`config.mk`:
```
export PLATFORM = sky130hd
export DESIGN_NAME = morse_run_classifier
export DESIGN_NICKNAME = d
export VERILOG_FILES = /design/src/rtl/morse_pkg.sv /design/src/rtl/morse_run_tracker.sv /design/src/rtl/morse_unit_tracker.sv /design/src/rtl/morse_symbol_judge.sv /design/src/rtl/morse_run_classifier.sv
export SDC_FILE = /design/constraint.sdc
export NUM_CORES = 1
export LEC_CHECK = 0
export ABC_CLOCK_PERIOD_IN_PS = 4140
export BUFFER_PORTS_ARGS = -buffer_cell sky130_fd_sc_hd__clkbuf_2
export CORE_MARGIN = 2
export CORE_UTILIZATION = 45
export CTS_BUF_LIST = sky130_fd_sc_hd__clkbuf_4
export CTS_CLUSTER_SIZE = 28
export DETAILED_ROUTE_END_ITERATION = 12
export SKIP_CTS_REPAIR_TIMING = 1
export SYNTH_ARGS = -nofsm -noshare
export SYNTH_HDL_FRONTEND = slang
export SYNTH_SLANG_ARGS = --single-unit
```
`constraint.sdc`:
```
create_clock -name clk -period 4.14 [get_ports clk]
set_input_delay 0.828 -clock clk [delete_from_list [all_inputs] [get_ports clk]]
set_output_delay 0.828 -clock clk [all_outputs]
set_load 0.01 [all_outputs]
```
`src/rtl/morse_pkg.sv`:
```
package morse_pkg;

  // Index of each symbol flag in the internal flag vector.
  typedef enum int {
    SYM_DOT  = 0,
    SYM_DASH = 1,
    SYM_LGAP = 2,
    SYM_WGAP = 3
  } sym_e;

  localparam int SYM_COUNT = 4;

  // Rounded division by three: the largest k with 2*len >= 6*k - 3.
  function automatic int round_third(input int len);
    return (2 * len + 3) / 6;
  endfunction

endpackage

```
`src/rtl/morse_run_tracker.sv`:
```
module morse_run_tracker #(
  parameter int CNT_W = 8
) (
  input  logic             clk,
  input  logic             clr,
  input  logic             mark_i,
  output logic             active_o,
  output logic [CNT_W-1:0] len_o,
  output logic [CNT_W-1:0] len_inc_o,
  output logic             same_o,
  output logic             mark_end_o,
  output logic             space_end_o
);

  localparam logic [CNT_W-1:0] LEN_MAX = '1;
  localparam logic [CNT_W-1:0] LEN_ONE = CNT_W'(1);

  logic             active_q;
  logic             level_q;
  logic [CNT_W-1:0] len_q;

  always_comb begin
    len_inc_o   = (len_q == LEN_MAX) ? LEN_MAX : len_q + LEN_ONE;
    same_o      = active_q & (mark_i == level_q);
    mark_end_o  = active_q & level_q & ~mark_i;
    space_end_o = active_q & ~level_q & mark_i;
  end

  always_ff @(posedge clk or posedge clr) begin
    if (clr) begin
      active_q <= 1'b0;
      level_q  <= 1'b0;
      len_q    <= '0;
    end else if (!active_q) begin
      if (mark_i) begin
        active_q <= 1'b1;
        level_q  <= 1'b1;
        len_q    <= LEN_ONE;
      end
    end else if (mark_i == level_q) begin
      len_q <= len_inc_o;
    end else begin
      level_q <= mark_i;
      len_q   <= LEN_ONE;
    end
  end

  assign active_o = active_q;
  assign len_o    = len_q;

  // once running, a run always has a non-zero length
  assert_run_nonzero_R8: assert property (@(posedge clk) disable iff (clr)
    active_q |-> (len_q != '0));

  // a full counter holds its value while the run continues
  assert_no_wrap_R8: assert property (@(posedge clk) disable iff (clr)
    (same_o && len_q == LEN_MAX) |=> (len_q == LEN_MAX));

endmodule

```
`src/rtl/morse_unit_tracker.sv`:
```
module morse_unit_tracker #(
  parameter int UNIT_MIN  = 2,
  parameter int UNIT_MAX  = 4,
  parameter int UNIT_INIT = 3,
  parameter int CNT_W     = 8,
  parameter int U_W       = $clog2(UNIT_MAX + 1)
) (
  input  logic             clk,
  input  logic             clr,
  input  logic             dot_upd_i,
  input  logic             dash_upd_i,
  input  logic [CNT_W-1:0] len_i,
  output logic [U_W-1:0]   unit_o
);

  logic [U_W-1:0] unit_q;
  logic [U_W-1:0] dot_est;
  logic [U_W-1:0] dash_est;

  always_comb begin
    if (int'(len_i) <= UNIT_MIN)      dot_est = U_W'(UNIT_MIN);
    else if (int'(len_i) >= UNIT_MAX) dot_est = U_W'(UNIT_MAX);
    else                              dot_est = U_W'(len_i);
  end

  always_comb begin
    dash_est = U_W'(UNIT_MIN);
    for (int k = UNIT_MIN + 1; k <= UNIT_MAX; k++) begin
      if (morse_pkg::round_third(int'(len_i)) >= k) dash_est = U_W'(k);
    end
  end

  always_ff @(posedge clk or posedge clr) begin
    if (clr)             unit_q <= U_W'(UNIT_INIT);
    else if (dot_upd_i)  unit_q <= dot_est;
    else if (dash_upd_i) unit_q <= dash_est;
  end

  assign unit_o = unit_q;

  // the estimate never leaves its allowed range
  assert_unit_range_R7: assert property (@(posedge clk) disable iff (clr)
    (int'(unit_q) >= UNIT_MIN) && (int'(unit_q) <= UNIT_MAX));

  // the estimate only moves when a mark is classified
  assert_unit_hold_R7: assert property (@(posedge clk) disable iff (clr)
    (!dot_upd_i && !dash_upd_i) |=> $stable(unit_q));

endmodule

```
`src/rtl/morse_symbol_judge.sv`:
```
module morse_symbol_judge #(
  parameter int CNT_W = 8,
  parameter int U_W   = 3
) (
  input  logic                           clk,
  input  logic                           clr,
  input  logic                           mark_i,
  input  logic                           same_i,
  input  logic                           mark_end_i,
  input  logic                           space_end_i,
  input  logic [CNT_W-1:0]               len_i,
  input  logic [CNT_W-1:0]               len_inc_i,
  input  logic [U_W-1:0]                 unit_i,
  output logic                           dot_upd_o,
  output logic                           dash_upd_o,
  output logic [morse_pkg::SYM_COUNT-1:0] flags_o,
  output logic                           valid_o
);
  import morse_pkg::*;

  logic                 wg_q;
  logic [SYM_COUNT-1:0] flags_q;
  logic                 valid_q;
  logic [SYM_COUNT-1:0] hit;
  logic                 is_short;
  int                   th_two;
  int                   th_five;

  always_comb begin
    th_two   = 2 * int'(unit_i);
    th_five  = 5 * int'(unit_i);
    is_short = int'(len_i) < th_two;
    dot_upd_o  = mark_end_i & is_short;
    dash_upd_o = mark_end_i & ~is_short;
    hit           = '0;
    hit[SYM_DOT]  = dot_upd_o;
    hit[SYM_DASH] = dash_upd_o;
    hit[SYM_LGAP] = space_end_i & ~wg_q & ~is_short;
    hit[SYM_WGAP] = same_i & ~mark_i & ~wg_q & (int'(len_inc_i) >= th_five);
  end

  always_ff @(posedge clk or posedge clr) begin
    if (clr) begin
      wg_q    <= 1'b0;
      flags_q <= '0;
      valid_q <= 1'b0;
    end else begin
      flags_q <= hit;
      valid_q <= |hit;
      if (hit[SYM_WGAP])                 wg_q <= 1'b1;
      else if (mark_end_i | space_end_i) wg_q <= 1'b0;
    end
  end

  assign flags_o = flags_q;
  assign valid_o = valid_q;

  // a strobe carries exactly one flag
  assert_onehot_R2: assert property (@(posedge clk) disable iff (clr)
    valid_q |-> ($countones(flags_q) == 1));

  // no flag without a strobe
  assert_quiet_R2: assert property (@(posedge clk) disable iff (clr)
    !valid_q |-> (flags_q == '0));

  // a word gap is never raised on two cycles in a row
  assert_wg_once_R6: assert property (@(posedge clk) disable iff (clr)
    flags_q[SYM_WGAP] |=> !flags_q[SYM_WGAP]);

  // a space that already raised a word gap gives no letter gap
  assert_no_lgap_after_wg_R6: assert property (@(posedge clk) disable iff (clr)
    (wg_q && space_end_i) |=> !flags_q[SYM_LGAP]);

endmodule

```
`src/rtl/morse_run_classifier.sv`:
```
module morse_run_classifier #(
  parameter int UNIT_MIN  = 2,
  parameter int UNIT_MAX  = 4,
  parameter int UNIT_INIT = 3,
  parameter int CNT_W     = 8
) (
  input  logic clk,
  input  logic clr,
  input  logic key_n,
  output logic sym_dot,
  output logic sym_dash,
  output logic sym_lgap,
  output logic sym_wgap,
  output logic sym_valid
);
  import morse_pkg::*;

  localparam int U_W = $clog2(UNIT_MAX + 1);

  logic                 mark;
  logic                 active;
  logic [CNT_W-1:0]     run_len;
  logic [CNT_W-1:0]     run_len_inc;
  logic                 run_same;
  logic                 mark_end;
  logic                 space_end;
  logic                 dot_upd;
  logic                 dash_upd;
  logic [U_W-1:0]       unit;
  logic [SYM_COUNT-1:0] flags;

  assign mark = ~key_n;

  morse_run_tracker #(.CNT_W(CNT_W)) u_run (
    .clk         (clk),
    .clr         (clr),
    .mark_i      (mark),
    .active_o    (active),
    .len_o       (run_len),
    .len_inc_o   (run_len_inc),
    .same_o      (run_same),
    .mark_end_o  (mark_end),
    .space_end_o (space_end)
  );

  morse_unit_tracker #(
    .UNIT_MIN  (UNIT_MIN),
    .UNIT_MAX  (UNIT_MAX),
    .UNIT_INIT (UNIT_INIT),
    .CNT_W     (CNT_W),
    .U_W       (U_W)
  ) u_unit (
    .clk        (clk),
    .clr        (clr),
    .dot_upd_i  (dot_upd),
    .dash_upd_i (dash_upd),
    .len_i      (run_len),
    .unit_o     (unit)
  );

  morse_symbol_judge #(.CNT_W(CNT_W), .U_W(U_W)) u_judge (
    .clk         (clk),
    .clr         (clr),
    .mark_i      (mark),
    .same_i      (run_same),
    .mark_end_i  (mark_end),
    .space_end_i (space_end),
    .len_i       (run_len),
    .len_inc_i   (run_len_inc),
    .unit_i      (unit),
    .dot_upd_o   (dot_upd),
    .dash_upd_o  (dash_upd),
    .flags_o     (flags),
    .valid_o     (sym_valid)
  );

  assign sym_dot  = flags[SYM_DOT];
  assign sym_dash = flags[SYM_DASH];
  assign sym_lgap = flags[SYM_LGAP];
  assign sym_wgap = flags[SYM_WGAP];

  // no symbol while still waiting for the first mark
  assert_idle_quiet_R1: assert property (@(posedge clk) disable iff (clr)
    !active |-> !sym_valid);

endmodule

```
==> impl_metrics.py, run 1 <==
metrics = {
    "hold_path": {
        "worst_hold_path_type": "reg -> reg",
    },
    "global_route": {
        "grt_antenna_before_repair": 0,
        "first_global_vias": 2150,
        "first_pass_grt_wire_length_um": 10400,
        "overflow": 0,
        "grt_start_max_net_pins": 20,
        "grt_usage_pct": 23.6,
    },
    "cells_and_area": {
        "layout-area-overhead-vs-synth_pct": 30.1,
        "finish.cell_count_without_fillers": 419,
        "drive_gt1_share_pct": 31.8,
        "number_of_fill_cells": 467,
        "finalNetCount": 370,
        "ant_cells": 0,
    },
    "cts": {
        "cts_tree": "yes",
        "tritoncts.num_buffers": 3,
        "clkLatencyLatePin_ns": 0.31,
        "cts.sink_count": 19,
        "clk_root_buffer_cell": "sky130_fd_sc_hd__clkbuf_4",
        "ctsLongestPathBuffers": 2,
        "htree_num_levels": 1,
        "worst_setup_hold_path_clk_slew_ns": 0.12,
    },
    "sta": {
        "timing_max_transition_violations_final": 0,
        "hold_violations": 0,
        "layout_worst_path_cycle_share_pct": 102,
        "setup_ws_ns": -0.0648,
        "clock-skew-final_ns": 0.00689,
        "fmax_ghz": 0.238,
        "relSlewSlack_pct": 50.5,
        "unrepaired_setup_endpoints_after_global_routing": "true",
        "worst_pin_slew_ns": 0.742,
        "number_of_setup_violations_in_the_final_report": 2,
        "fin_crit_ns": 4.20,
    },
    "placement": {
        "placer_congestion": 0.897,
        "dp.cells": 404,
        "portBuffers": 7,
        "place_hpwl_um": 5020,
    },
    "setup_path": {
        "path_buf_inv": 0,
        "crit_fanout": 5,
        "path_class": "reg -> reg",
        "worst_ep_arrival_time_ns": 4.45,
        "cp-end-kind": "flop",
        "critPathTopFamily": "compound AO/OA/AOI/OAI gates",
        "crit_top_cell": "sky130_fd_sc_hd__nand2_1",
        "worst_path_max_delay_cell": "sky130_fd_sc_hd__or4_4",
        "path_cells": "nand2_1 > nor2_2 > nand2_1 > xnor2_1 > ha_2 > a21oi_1 > nand4_1 > a2bb2oi_2 > a21boi_4 > o21ai_1 > a211o_1 > nand3_4 > mux2i_4 > o211a_4 > a31o_4 > a211oi_2 > or4_4 > a221oi_2 > nor2_1",
        "worstSetupStartpointType": "flop",
        "timing.critical_path.slowest_cell_delay_ns": 0.53,
        "critPathRequiredTime_ns": 4.39,
    },
    "floorplan": {
        "coreArea_um2": 5010,
        "initial_utilization_pct": 45.9,
        "io_pins": 8,
        "fp.dieH_um": 75.5,
        "dieWidth_um": 75.5,
        "dieArea_um2": 5700,
        "fp-row-count": 26,
    },
    "routing": {
        "detail_route.drc_violations": 0,
        "antenna_left": 0,
        "drt_pass1_iterations": 4,
        "drt_iter0_markers": 223,
        "via_count": 2463,
        "post_drt_wl_per_cell_um": 15.6,
        "via_per_inst": 5.88,
        "wl_um": 6540,
    },
    "power_and_ir_drop": {
        "leakagePower_uw": 0.00137,
        "worst_ir_drop_vdd_mv": 0.252,
        "report.power.total_uw": 853,
        "p_per_area_nw_per_um2": 285,
    },
    "yosys": {
        "yosysSeqAreaShare_pct": 20.8,
        "synth_edf_count": 0,
        "yosys_register_bits": 19,
        "post_synth_inst_count": 291,
        "post-synth-top-area-fraction_pct": 18.5,
        "netlist.top_cell.by_area": "sky130_fd_sc_hd__dfrtp_1",
        "yosys-top-cells-area": "sky130_fd_sc_hd__dfrtp_1 18%, sky130_fd_sc_hd__ha_1 9.2%, sky130_fd_sc_hd__a21oi_1 5.2%, sky130_fd_sc_hd__nand2_1 5.1%, sky130_fd_sc_hd__o21ai_0 3.5%",
        "mappedNetlistArea_um2": 2300,
        "synth_common_cells": "31 x sky130_fd_sc_hd__nand2_1, 24 x sky130_fd_sc_hd__a21oi_1, 17 x sky130_fd_sc_hd__dfrtp_1, 17 x sky130_fd_sc_hd__ha_1, 17 x sky130_fd_sc_hd__nor2_1",
        "postSynthAreaPerCell_um2": 7.91,
        "syn_nets": 311,
        "synth_most_common_cell": "sky130_fd_sc_hd__nand2_1",
        "yosys.cell_types.count": 74,
        "ys.warnings.count": 0,
        "yosys_most_used_dff": "sky130_fd_sc_hd__dfrtp_1",
        "async_reset_ff_share_pct": 100,
    },
    "outcome": {
        "violations": "setup timing",
        "outcome": "finished, violations left",
    },
    "job": {
        "max_cap_check_violation_count": 0,
    },
}
## per-stage QoR
stage / hold slack (ns) / setup slack, ns / TNS (ns) / utilization, % / area, um2
2_1_floorplan: 0.481 / 0.0164 / 0 / - / 2340
3_3_place_gp: 0.516 / -0.0879 / -0.0879 / 55.0 / 2760
3_5_place_dp: 0.513 / -0.0613 / -0.0613 / 55.0 / 2760
4_1_cts: 0.546 / -0.114 / -0.117 / 55.6 / 2790
5_1_grt: 0.565 / -0.295 / -0.646 / 59.7 / 2990
6_report: 0.534 / -0.0648 / -0.0902 / 59.7 / 2990
## layout make-up
class / count / area (um2) / area share, %
clock buffers: 3 / 22.5 / 0.753
clock inverters: 1 / 7.51 / 0.251
inverters: 14 / 55.1 / 1.84
multi-input cells: 246 / 1860 / 62.2
flip-flops and latches: 19 / 478 / 16.0
well taps: 70 / 87.6 / 2.93
repair buffers: 66 / 482 / 16.1
## final timing paths
kind                       depth (start not counted)  slack [ns]               end             start
max in group asynchronous                          2        3.07    u_run.len_o[0]               clr
hold / removal                                     2        0.53  u_unit.unit_o[1]  u_unit.unit_o[1]
setup reg to reg                                  19       -0.06  u_unit.unit_o[0]    u_run.len_o[0]
setup / recovery                                  19       -0.06  u_unit.unit_o[0]    u_run.len_o[0]
min in group asynchronous                          2        0.60      u_judge.wg_q               clr
hold reg to reg                                    2        0.53  u_unit.unit_o[1]  u_unit.unit_o[1]
## routing by layer
| metal | routed length [um] | global-route usage, % |
|---|---|---|
| met1 | 3170 | 35.8 |
| met5 | 0 | 0 |
| met4 | 102 | 6.82 |
| met3 | 224 | 2.65 |
| met2 | 3040 | 35.4 |
## placed cells by master, fill, tap and decap left out, types with 2 or more instances in the layout
cell and count:
sky130_fd_sc_hd__a211o_1 2, sky130_fd_sc_hd__a211oi_1 4, sky130_fd_sc_hd__a21o_1 7, sky130_fd_sc_hd__a21oi_1 24, sky130_fd_sc_hd__a31oi_1 6, sky130_fd_sc_hd__a32o_1 3
sky130_fd_sc_hd__and2_1 5, sky130_fd_sc_hd__and3_1 4, sky130_fd_sc_hd__and3_4 2, sky130_fd_sc_hd__buf_4 58, sky130_fd_sc_hd__clkbuf_2 7, sky130_fd_sc_hd__clkbuf_4 3
sky130_fd_sc_hd__dfrtp_1 17, sky130_fd_sc_hd__dfstp_2 2, sky130_fd_sc_hd__ha_1 15, sky130_fd_sc_hd__ha_2 2, sky130_fd_sc_hd__inv_1 13, sky130_fd_sc_hd__nand2_1 31
sky130_fd_sc_hd__nand2b_1 3, sky130_fd_sc_hd__nand3_1 12, sky130_fd_sc_hd__nand3_4 2, sky130_fd_sc_hd__nand4_1 3, sky130_fd_sc_hd__nor2_1 15, sky130_fd_sc_hd__nor2_2 3
sky130_fd_sc_hd__nor2b_1 3, sky130_fd_sc_hd__nor3_1 9, sky130_fd_sc_hd__nor3_4 2, sky130_fd_sc_hd__o211a_1 2, sky130_fd_sc_hd__o211ai_1 3, sky130_fd_sc_hd__o21ai_0 14
sky130_fd_sc_hd__o21ai_1 6, sky130_fd_sc_hd__o21ai_2 2, sky130_fd_sc_hd__o31ai_1 4, sky130_fd_sc_hd__or3_1 2, sky130_fd_sc_hd__or4_1 2, sky130_fd_sc_hd__xnor2_1 6
sky130_fd_sc_hd__xor2_1 4
## where the power goes
| group | internal (uW) | switching, uW |
|---|---|---|
| Clock | 36.9 | 65.4 |
| Combinational | 233 | 273 |
| Sequential | 221 | 23.8 |
| Total | 490 | 362 |
## flip-flops by register name, summed over array words and instances, names as in the netlist
| name | flops |
|---|---|
| u_run.len_o | 8 |
| u_judge.valid_o | 1 |
| u_run.level_q | 1 |
| u_unit.unit_o | 3 |
| u_run.active_o | 1 |
| u_judge.flags_o | 4 |
| u_judge.wg_q | 1 |
## worst register-to-register path, delay by kind of cell, from the launching register on
kind	cells	cell delay (ns)
mux	1	0.31
compound gates	9	1.84
simple gates	7	1.23
fa+ha+maj	1	0.21
xor+xnor	1	0.14
flops	1	0.43
## cells by family after synthesis
kind of cell | synth area share [%]
buf+inv | 5.22
simple gates | 25.1
mux | 1.41
xor+xnor | 4.89
compound gates | 32.9
flops | 20.8
fa+ha+maj | 9.73
Note: power is estimated with default switching activity, not from simulation.
==> run 2, diff against run 1 <==
- CAP_MARGIN: not set -> 10
- REMOVE_ABC_BUFFERS: not set -> 1
==> run 2 against run 1 <==
Compared with the run above: the flow now finishes without violations; power up 0.77%; combinational power up 2%; routed wire length up 4.0%; die area unchanged; flip-flop and latch count unchanged; final area down 2.2%; clock skew down 0.0064 ns; largest cell class unchanged.
==> impl_metrics.py, run 2 (synthesis results as in run 1) <==
metrics = {
    "cts": {
        "tritoncts.num_buffers": 3,
        "cts_tree": "yes",
        "clk_root_buffer_cell": "sky130_fd_sc_hd__clkbuf_4",
        "clkLatencyLatePin_ns": 0.30,
        "ctsLongestPathBuffers": 2,
        "cts.sink_count": 19,
        "worst_setup_hold_path_clk_slew_ns": 0.11,
        "htree_num_levels": 1,
    },
    "floorplan": {
        "dieArea_um2": 5700,
        "coreArea_um2": 5010,
        "dieWidth_um": 75.5,
        "fp-row-count": 26,
        "io_pins": 8,
        "fp.dieH_um": 75.5,
        "initial_utilization_pct": 45.9,
    },
    "setup_path": {
        "cp-end-kind": "flop",
        "worst_path_max_delay_cell": "sky130_fd_sc_hd__or4_4",
        "path_buf_inv": 1,
        "crit_fanout": 5,
        "critPathTopFamily": "compound AO/OA/AOI/OAI gates",
        "path_cells": "nand4_1 > nor2_2 > nand2_2 > xnor2_2 > ha_2 > nand2b_4 > o21ai_4 > a311o_1 > buf_6 > a2111oi_4 > o21ai_2 > a21oi_2 > o21a_2 > nor2_2 > a31o_1 > and3_4 > or4_4 > a221oi_2 > nor2_1",
        "critPathRequiredTime_ns": 4.38,
        "timing.critical_path.slowest_cell_delay_ns": 0.47,
        "worstSetupStartpointType": "flop",
        "crit_top_cell": "sky130_fd_sc_hd__nor2_2",
        "worst_ep_arrival_time_ns": 4.35,
        "path_class": "reg -> reg",
    },
    "routing": {
        "wl_um": 6800,
        "detail_route.drc_violations": 0,
        "drt_pass1_iterations": 5,
        "via_per_inst": 5.98,
        "via_count": 2470,
        "antenna_left": 0,
        "drt_iter0_markers": 160,
        "post_drt_wl_per_cell_um": 16.5,
    },
    "sta": {
        "worst_pin_slew_ns": 0.757,
        "layout_worst_path_cycle_share_pct": 99.3,
        "clock-skew-final_ns": 0.000509,
        "number_of_setup_violations_in_the_final_report": 0,
        "unrepaired_setup_endpoints_after_global_routing": "true",
        "relSlewSlack_pct": 49.5,
        "finalSetupTns_ns": 0,
        "fin_crit_ns": 4.11,
        "fmax_ghz": 0.243,
        "hold_violations": 0,
        "timing_max_transition_violations_final": 0,
    },
    "global_route": {
        "grt_usage_pct": 24.2,
        "grt_antenna_before_repair": 0,
        "first_global_vias": 2238,
        "overflow": 0,
        "first_pass_grt_wire_length_um": 10700,
        "grt_start_max_net_pins": 20,
    },
    "cells_and_area": {
        "ant_cells": 0,
        "max_reg_flops": 8,
        "finish.instance_area_um2": 2930,
        "layout-area-overhead-vs-synth_pct": 27.2,
        "final_common_cell": "sky130_fd_sc_hd__buf_4",
        "most-common-layout-cells": "52 x sky130_fd_sc_hd__buf_4, 29 x sky130_fd_sc_hd__nand2_1, 24 x sky130_fd_sc_hd__a21oi_1",
        "drive_gt1_share_pct": 30.9,
        "finalNetCount": 364,
        "post-route-util_pct": 58.4,
        "finish.cell_count_without_fillers": 413,
    },
    "power_and_ir_drop": {
        "leakagePower_uw": 0.00134,
        "p_per_area_nw_per_um2": 294,
        "report.power.total_uw": 859,
        "worst_ir_drop_vdd_mv": 0.195,
    },
    "placement": {
        "place_hpwl_um": 5140,
        "dp.cells": 400,
        "placer_congestion": 0.902,
        "portBuffers": 7,
        "place_area_um2": 2690,
    },
    "hold_path": {
        "worst_hold_path_type": "reg -> reg",
    },
    "outcome": {
        "outcome": "completed",
    },
    "job": {
        "max_cap_check_violation_count": 0,
    },
}
-- run 2: cell count changes in the layout (fill, tap and decap cells not counted), moves of 2 or more --
cell	delta
sky130_fd_sc_hd__o21ai_1	-2
sky130_fd_sc_hd__dfrtp_1	-2
sky130_fd_sc_hd__nor3_1	+2
sky130_fd_sc_hd__dfrtp_2	+2
sky130_fd_sc_hd__buf_4	-6
sky130_fd_sc_hd__nand2_2	+2
sky130_fd_sc_hd__o21ai_0	+2
sky130_fd_sc_hd__nand2_1	-2
-- run 2: worst reg2reg max path: stages (launching register included) --
cell and delay (ns):
sky130_fd_sc_hd__dfrtp_1 0.39, sky130_fd_sc_hd__nand4_1 0.15, sky130_fd_sc_hd__nor2_2 0.14, sky130_fd_sc_hd__nand2_2 0.09, sky130_fd_sc_hd__xnor2_2 0.14, sky130_fd_sc_hd__ha_2 0.33
sky130_fd_sc_hd__nand2b_4 0.14, sky130_fd_sc_hd__o21ai_4 0.06, sky130_fd_sc_hd__a311o_1 0.29, sky130_fd_sc_hd__buf_6 0.15, sky130_fd_sc_hd__a2111oi_4 0.36, sky130_fd_sc_hd__o21ai_2 0.13
sky130_fd_sc_hd__a21oi_2 0.21, sky130_fd_sc_hd__o21a_2 0.21, sky130_fd_sc_hd__nor2_2 0.05, sky130_fd_sc_hd__a31o_1 0.25, sky130_fd_sc_hd__and3_4 0.16, sky130_fd_sc_hd__or4_4 0.47
sky130_fd_sc_hd__a221oi_2 0.27, sky130_fd_sc_hd__nor2_1 0.06
-- run 2: power breakdown --
part	switching [uW]	internal [uW]	total, uW	leakage, uW
Sequential	25.2	221	247	0.000240
Combinational	280	235	515	0.00108
Clock	61.5	36.0	97.5	0.0000177
Total	367	492	859	0.00134
-- run 2: cell type report --
| cell class | count | area, um2 |
|---|---|---|
| Fill cell | 485 | 2080 |
| Multi-Input combinational cell | 246 | 1840 |
| Sequential cell | 19 | 480 |
| Timing Repair Buffer | 60 | 437 |
| Tap cell | 70 | 87.6 |
| Inverter | 14 | 52.6 |
| Clock buffer | 3 | 22.5 |
| Clock inverter | 1 | 5.00 |
-- run 2: layer usage --
layer | up-vias | track usage, % | wire (um)
li1 | 1205 | - | -
met1 | 1171 | 34.4 | 3150
met2 | 84 | 39.4 | 3200
met3 | 10 | 3.97 | 364
met4 | 0 | 4.09 | 78
met5 | - | 0 | 0
-- run 2: worst paths after layout --
check	slack [ns]	to	from	cells past startpoint
hold reg to reg	0.56	u_unit.unit_o[1]	u_unit.unit_o[1]	2
setup / recovery	0.03	u_unit.unit_o[0]	u_run.len_o[4]	19
max in group asynchronous	3.00	u_run.len_o[1]	clr	2
min in group asynchronous	0.62	u_unit.unit_o[2]	clr	2
setup reg to reg	0.03	u_unit.unit_o[0]	u_run.len_o[4]	19
hold / removal	0.56	u_unit.unit_o[1]	u_unit.unit_o[1]	2
-- run 2: metrics by stage --
stage | worst slack (ns) | hold slack [ns]
floorplan | -0.361 | 0.481
global placement | 0.0691 | 0.503
detailed placement | -0.0721 | 0.547
CTS | -0.0950 | 0.565
global route | -0.189 | 0.591
finish | 0.0289 | 0.560
==> run 3, diff against run 2 <==
- ABC_AREA: not set -> 1
==> run 3 against run 2 <==
Compared with the run above: highest routed layer unchanged; non-clock buffer count is 32 lower; clock power is 6% higher; sequential power is 2% lower; clock-buffer cell count is 1 higher; routed wire length is 29% lower; hold slack worse by 0.072 ns; utilization is 0.99 points lower; flip-flop and latch count stayed put; largest cell class unchanged; final cell count is 3.4% lower; sequential share of layout area is 2.6 points higher; largest power group unchanged; combinational power is 18% lower; critical path type unchanged; power is 11% lower.
==> impl_metrics.py, run 3 <==
metrics = {
    "sta": {
        "whs_ns": 0.488,
        "clock-skew-final_ns": 0.00274,
        "fmax_ghz": 0.258,
        "relSlewSlack_pct": 51.3,
        "fin_crit_ns": 3.87,
        "timing_max_transition_violations_final": 0,
        "worst_pin_slew_ns": 0.729,
        "hold_violations": 0,
        "number_of_setup_violations_in_the_final_report": 0,
        "layout_worst_path_cycle_share_pct": 93.5,
    },
    "floorplan": {
        "fp.dieH_um": 72,
        "dieArea_um2": 5180,
        "fp-row-count": 24,
        "initial_utilization_pct": 47.1,
        "dieWidth_um": 72,
        "io_pins": 8,
        "coreArea_um2": 4410,
    },
    "routing": {
        "via_per_inst": 5.12,
        "via_count": 2041,
        "wl_um": 4840,
        "drt_iter0_markers": 112,
        "antenna_left": 0,
        "post_drt_wl_per_cell_um": 12.1,
        "drt_pass1_iterations": 4,
        "detail_route.drc_violations": 0,
    },
    "cts": {
        "ctsLongestPathBuffers": 2,
        "cts.sink_count": 19,
        "htree_num_levels": 1,
        "tritoncts.num_buffers": 3,
        "worst_setup_hold_path_clk_slew_ns": 0.11,
        "clk_root_buffer_cell": "sky130_fd_sc_hd__clkbuf_4",
        "clkLatencyLatePin_ns": 0.30,
        "cts_tree": "yes",
    },
    "power_and_ir_drop": {
        "p_per_area_nw_per_um2": 303,
        "netSwitchingPower_uw": 332,
        "internal_power_uw": 436,
        "clock_power_share_pct": 13.4,
        "worst_ir_drop_vdd_mv": 0.235,
        "leakagePower_uw": 0.00147,
        "comb_power_share_pct": 55.2,
        "switching_share_pct": 43.2,
        "power_frac_seq_pct": 31.4,
        "report.power.total_uw": 768,
    },
    "yosys": {
        "post_synth_inst_count": 316,
        "synth_edf_count": 0,
        "async_reset_ff_share_pct": 100,
        "yosys_most_used_dff": "sky130_fd_sc_hd__dfrtp_1",
        "postSynthAreaPerCell_um2": 6.58,
        "yosys-top-cells-area": "sky130_fd_sc_hd__dfrtp_1 20%, sky130_fd_sc_hd__nand2_1 14%, sky130_fd_sc_hd__ha_1 10%, sky130_fd_sc_hd__inv_1 9.9%, sky130_fd_sc_hd__nand3_1 6.5%",
        "yosys.cell_types.count": 34,
        "yosys_register_bits": 19,
        "mappedNetlistArea_um2": 2080,
        "netlist.top_cell.by_area": "sky130_fd_sc_hd__dfrtp_1",
        "yosysSeqAreaShare_pct": 23.0,
        "post-synth-top-area-fraction_pct": 20.4,
        "synth_common_cells": "76 x sky130_fd_sc_hd__nand2_1, 55 x sky130_fd_sc_hd__inv_1, 27 x sky130_fd_sc_hd__nand3_1, 27 x sky130_fd_sc_hd__nor2_1",
        "synth_most_common_cell": "sky130_fd_sc_hd__nand2_1",
        "ys.warnings.count": 0,
    },
    "setup_path": {
        "critical_path.reg2reg.endpoint": "u_unit.unit_o[0]",
        "path_class": "reg -> reg",
        "critPathRequiredTime_ns": 4.39,
        "timing.reg2reg.setup_slack_ns": 0.27,
        "worstSetupStartpointType": "flop",
        "worst_ep_arrival_time_ns": 4.12,
        "timing.critical_path.slowest_cell_delay_ns": 0.45,
        "worst_r2r_startpoint": "u_run.len_o[0]",
        "worst_path_max_delay_cell": "sky130_fd_sc_hd__dfrtp_2",
        "crit_fanout": 5,
        "rr_worst_depth": 37,
        "crit_top_cell": "sky130_fd_sc_hd__nand2_4",
        "cp-end-kind": "flop",
    },
    "cells_and_area": {
        "finalNetCount": 368,
        "drive_gt1_share_pct": 32.3,
        "ant_cells": 0,
        "layout-area-overhead-vs-synth_pct": 21.8,
        "final_common_cell": "sky130_fd_sc_hd__nand2_1",
        "post-route-util_pct": 57.4,
        "most-common-layout-cells": "63 x sky130_fd_sc_hd__nand2_1, 52 x sky130_fd_sc_hd__inv_1, 26 x sky130_fd_sc_hd__nor2_1",
        "number_of_fill_cells": 455,
        "max_reg_flops": 8,
    },
    "global_route": {
        "first_pass_grt_wire_length_um": 8200,
        "grtUsageMet2_pct": 32.8,
        "grt.met3_usage_pct": 2.92,
        "grt_start_max_net_pins": 20,
        "grt_antenna_before_repair": 0,
        "met1_usage_pct": 26.7,
        "busiest_grt_layer": "met2",
        "overflow": 0,
        "first_global_vias": 1876,
        "grt_usage_pct": 19.2,
    },
    "outcome": {
        "outcome": "completed",
    },
    "hold_path": {
        "hold_end": "u_judge.flags_o[2]",
        "worstHoldStart": "u_judge.wg_q",
        "worst_hold_path_type": "reg -> reg",
        "hold_path_depth": 1,
    },
    "placement": {
        "place_hpwl_um": 3700,
        "placer_congestion": 0.825,
        "portBuffers": 7,
    },
    "job": {
        "max_cap_check_violation_count": 0,
    },
}
==> run 3: cell type report <==
type / count / area, um2 / area share (%)
inverters: 64 / 245 / 9.67
well taps: 52 / 65.1 / 2.57
repair buffers: 28 / 204 / 8.05
clock buffers: 4 / 30.0 / 1.18
multi-input cells: 232 / 1510 / 59.5
flip-flops and latches: 19 / 482 / 19.0
==> run 3: worst max-delay path by stage <==
stage                              start          endpoint  slack [ns]
after detailed placement  u_run.len_o[1]  u_unit.unit_o[0]        0.12
after global routing      u_run.len_o[0]  u_unit.unit_o[0]       -0.06
after CTS                 u_run.len_o[1]  u_unit.unit_o[0]        0.08
final                     u_run.len_o[0]  u_unit.unit_o[0]        0.27
after floorplan           u_run.len_o[1]  u_unit.unit_o[0]        0.37
after global placement    u_run.len_o[1]  u_unit.unit_o[0]        0.14
==> run 3: cells by family after synthesis <==
group / after synthesis / synth area share [%]
buf+inv: 65 / 11.8
fa+ha+maj: 17 / 10.2
flops: 19 / 23.0
compound gates: 30 / 9.02
xor+xnor: 2 / 0.842
simple gates: 183 / 45.2
==> run 3: metal layers <==
layer	wire (um)	up-vias	part of all wire (%)
li1	-	1066	-
met1	2460	947	51
met2	2250	23	46
met3	114	5	2.4
met4	22	0	0.45
met5	0	-	0
==> run 3: metrics by stage <==
| step | worst slack, ns | cells | TNS [ns] | instance area, um2 |
|---|---|---|---|---|
| final | 0.268 | 399 | 0 | 2530 |
| after floorplan | 0.372 | 315 | 0 | 2080 |
| after global routing | -0.0640 | 399 | -0.0759 | 2530 |
| after global placement | 0.137 | 381 | 0 | 2230 |
| after detailed placement | 0.118 | 381 | 0 | 2230 |
| after CTS | 0.0823 | 385 | 0 | 2260 |
==> run 3: power by group through the flow <==
stage	logic, uW	registers, uW	clock network, uW
2_1_floorplan	267	244	0
3_3_place_gp	355	241	0
3_5_place_dp	358	242	0
4_1_cts	361	239	108
5_1_grt	481	244	115
6_report	424	241	103
==> run 3: critical path: cells and delay by family, from the launching register on <==
kind,cells,cell delay [ns]
buffers and inverters,2,0.11
AO/OA/AOI/OAI,3,0.36
flip-flops,1,0.45
AND/OR/NAND/NOR,30,2.50
adder cells (fa/ha/maj),2,0.39
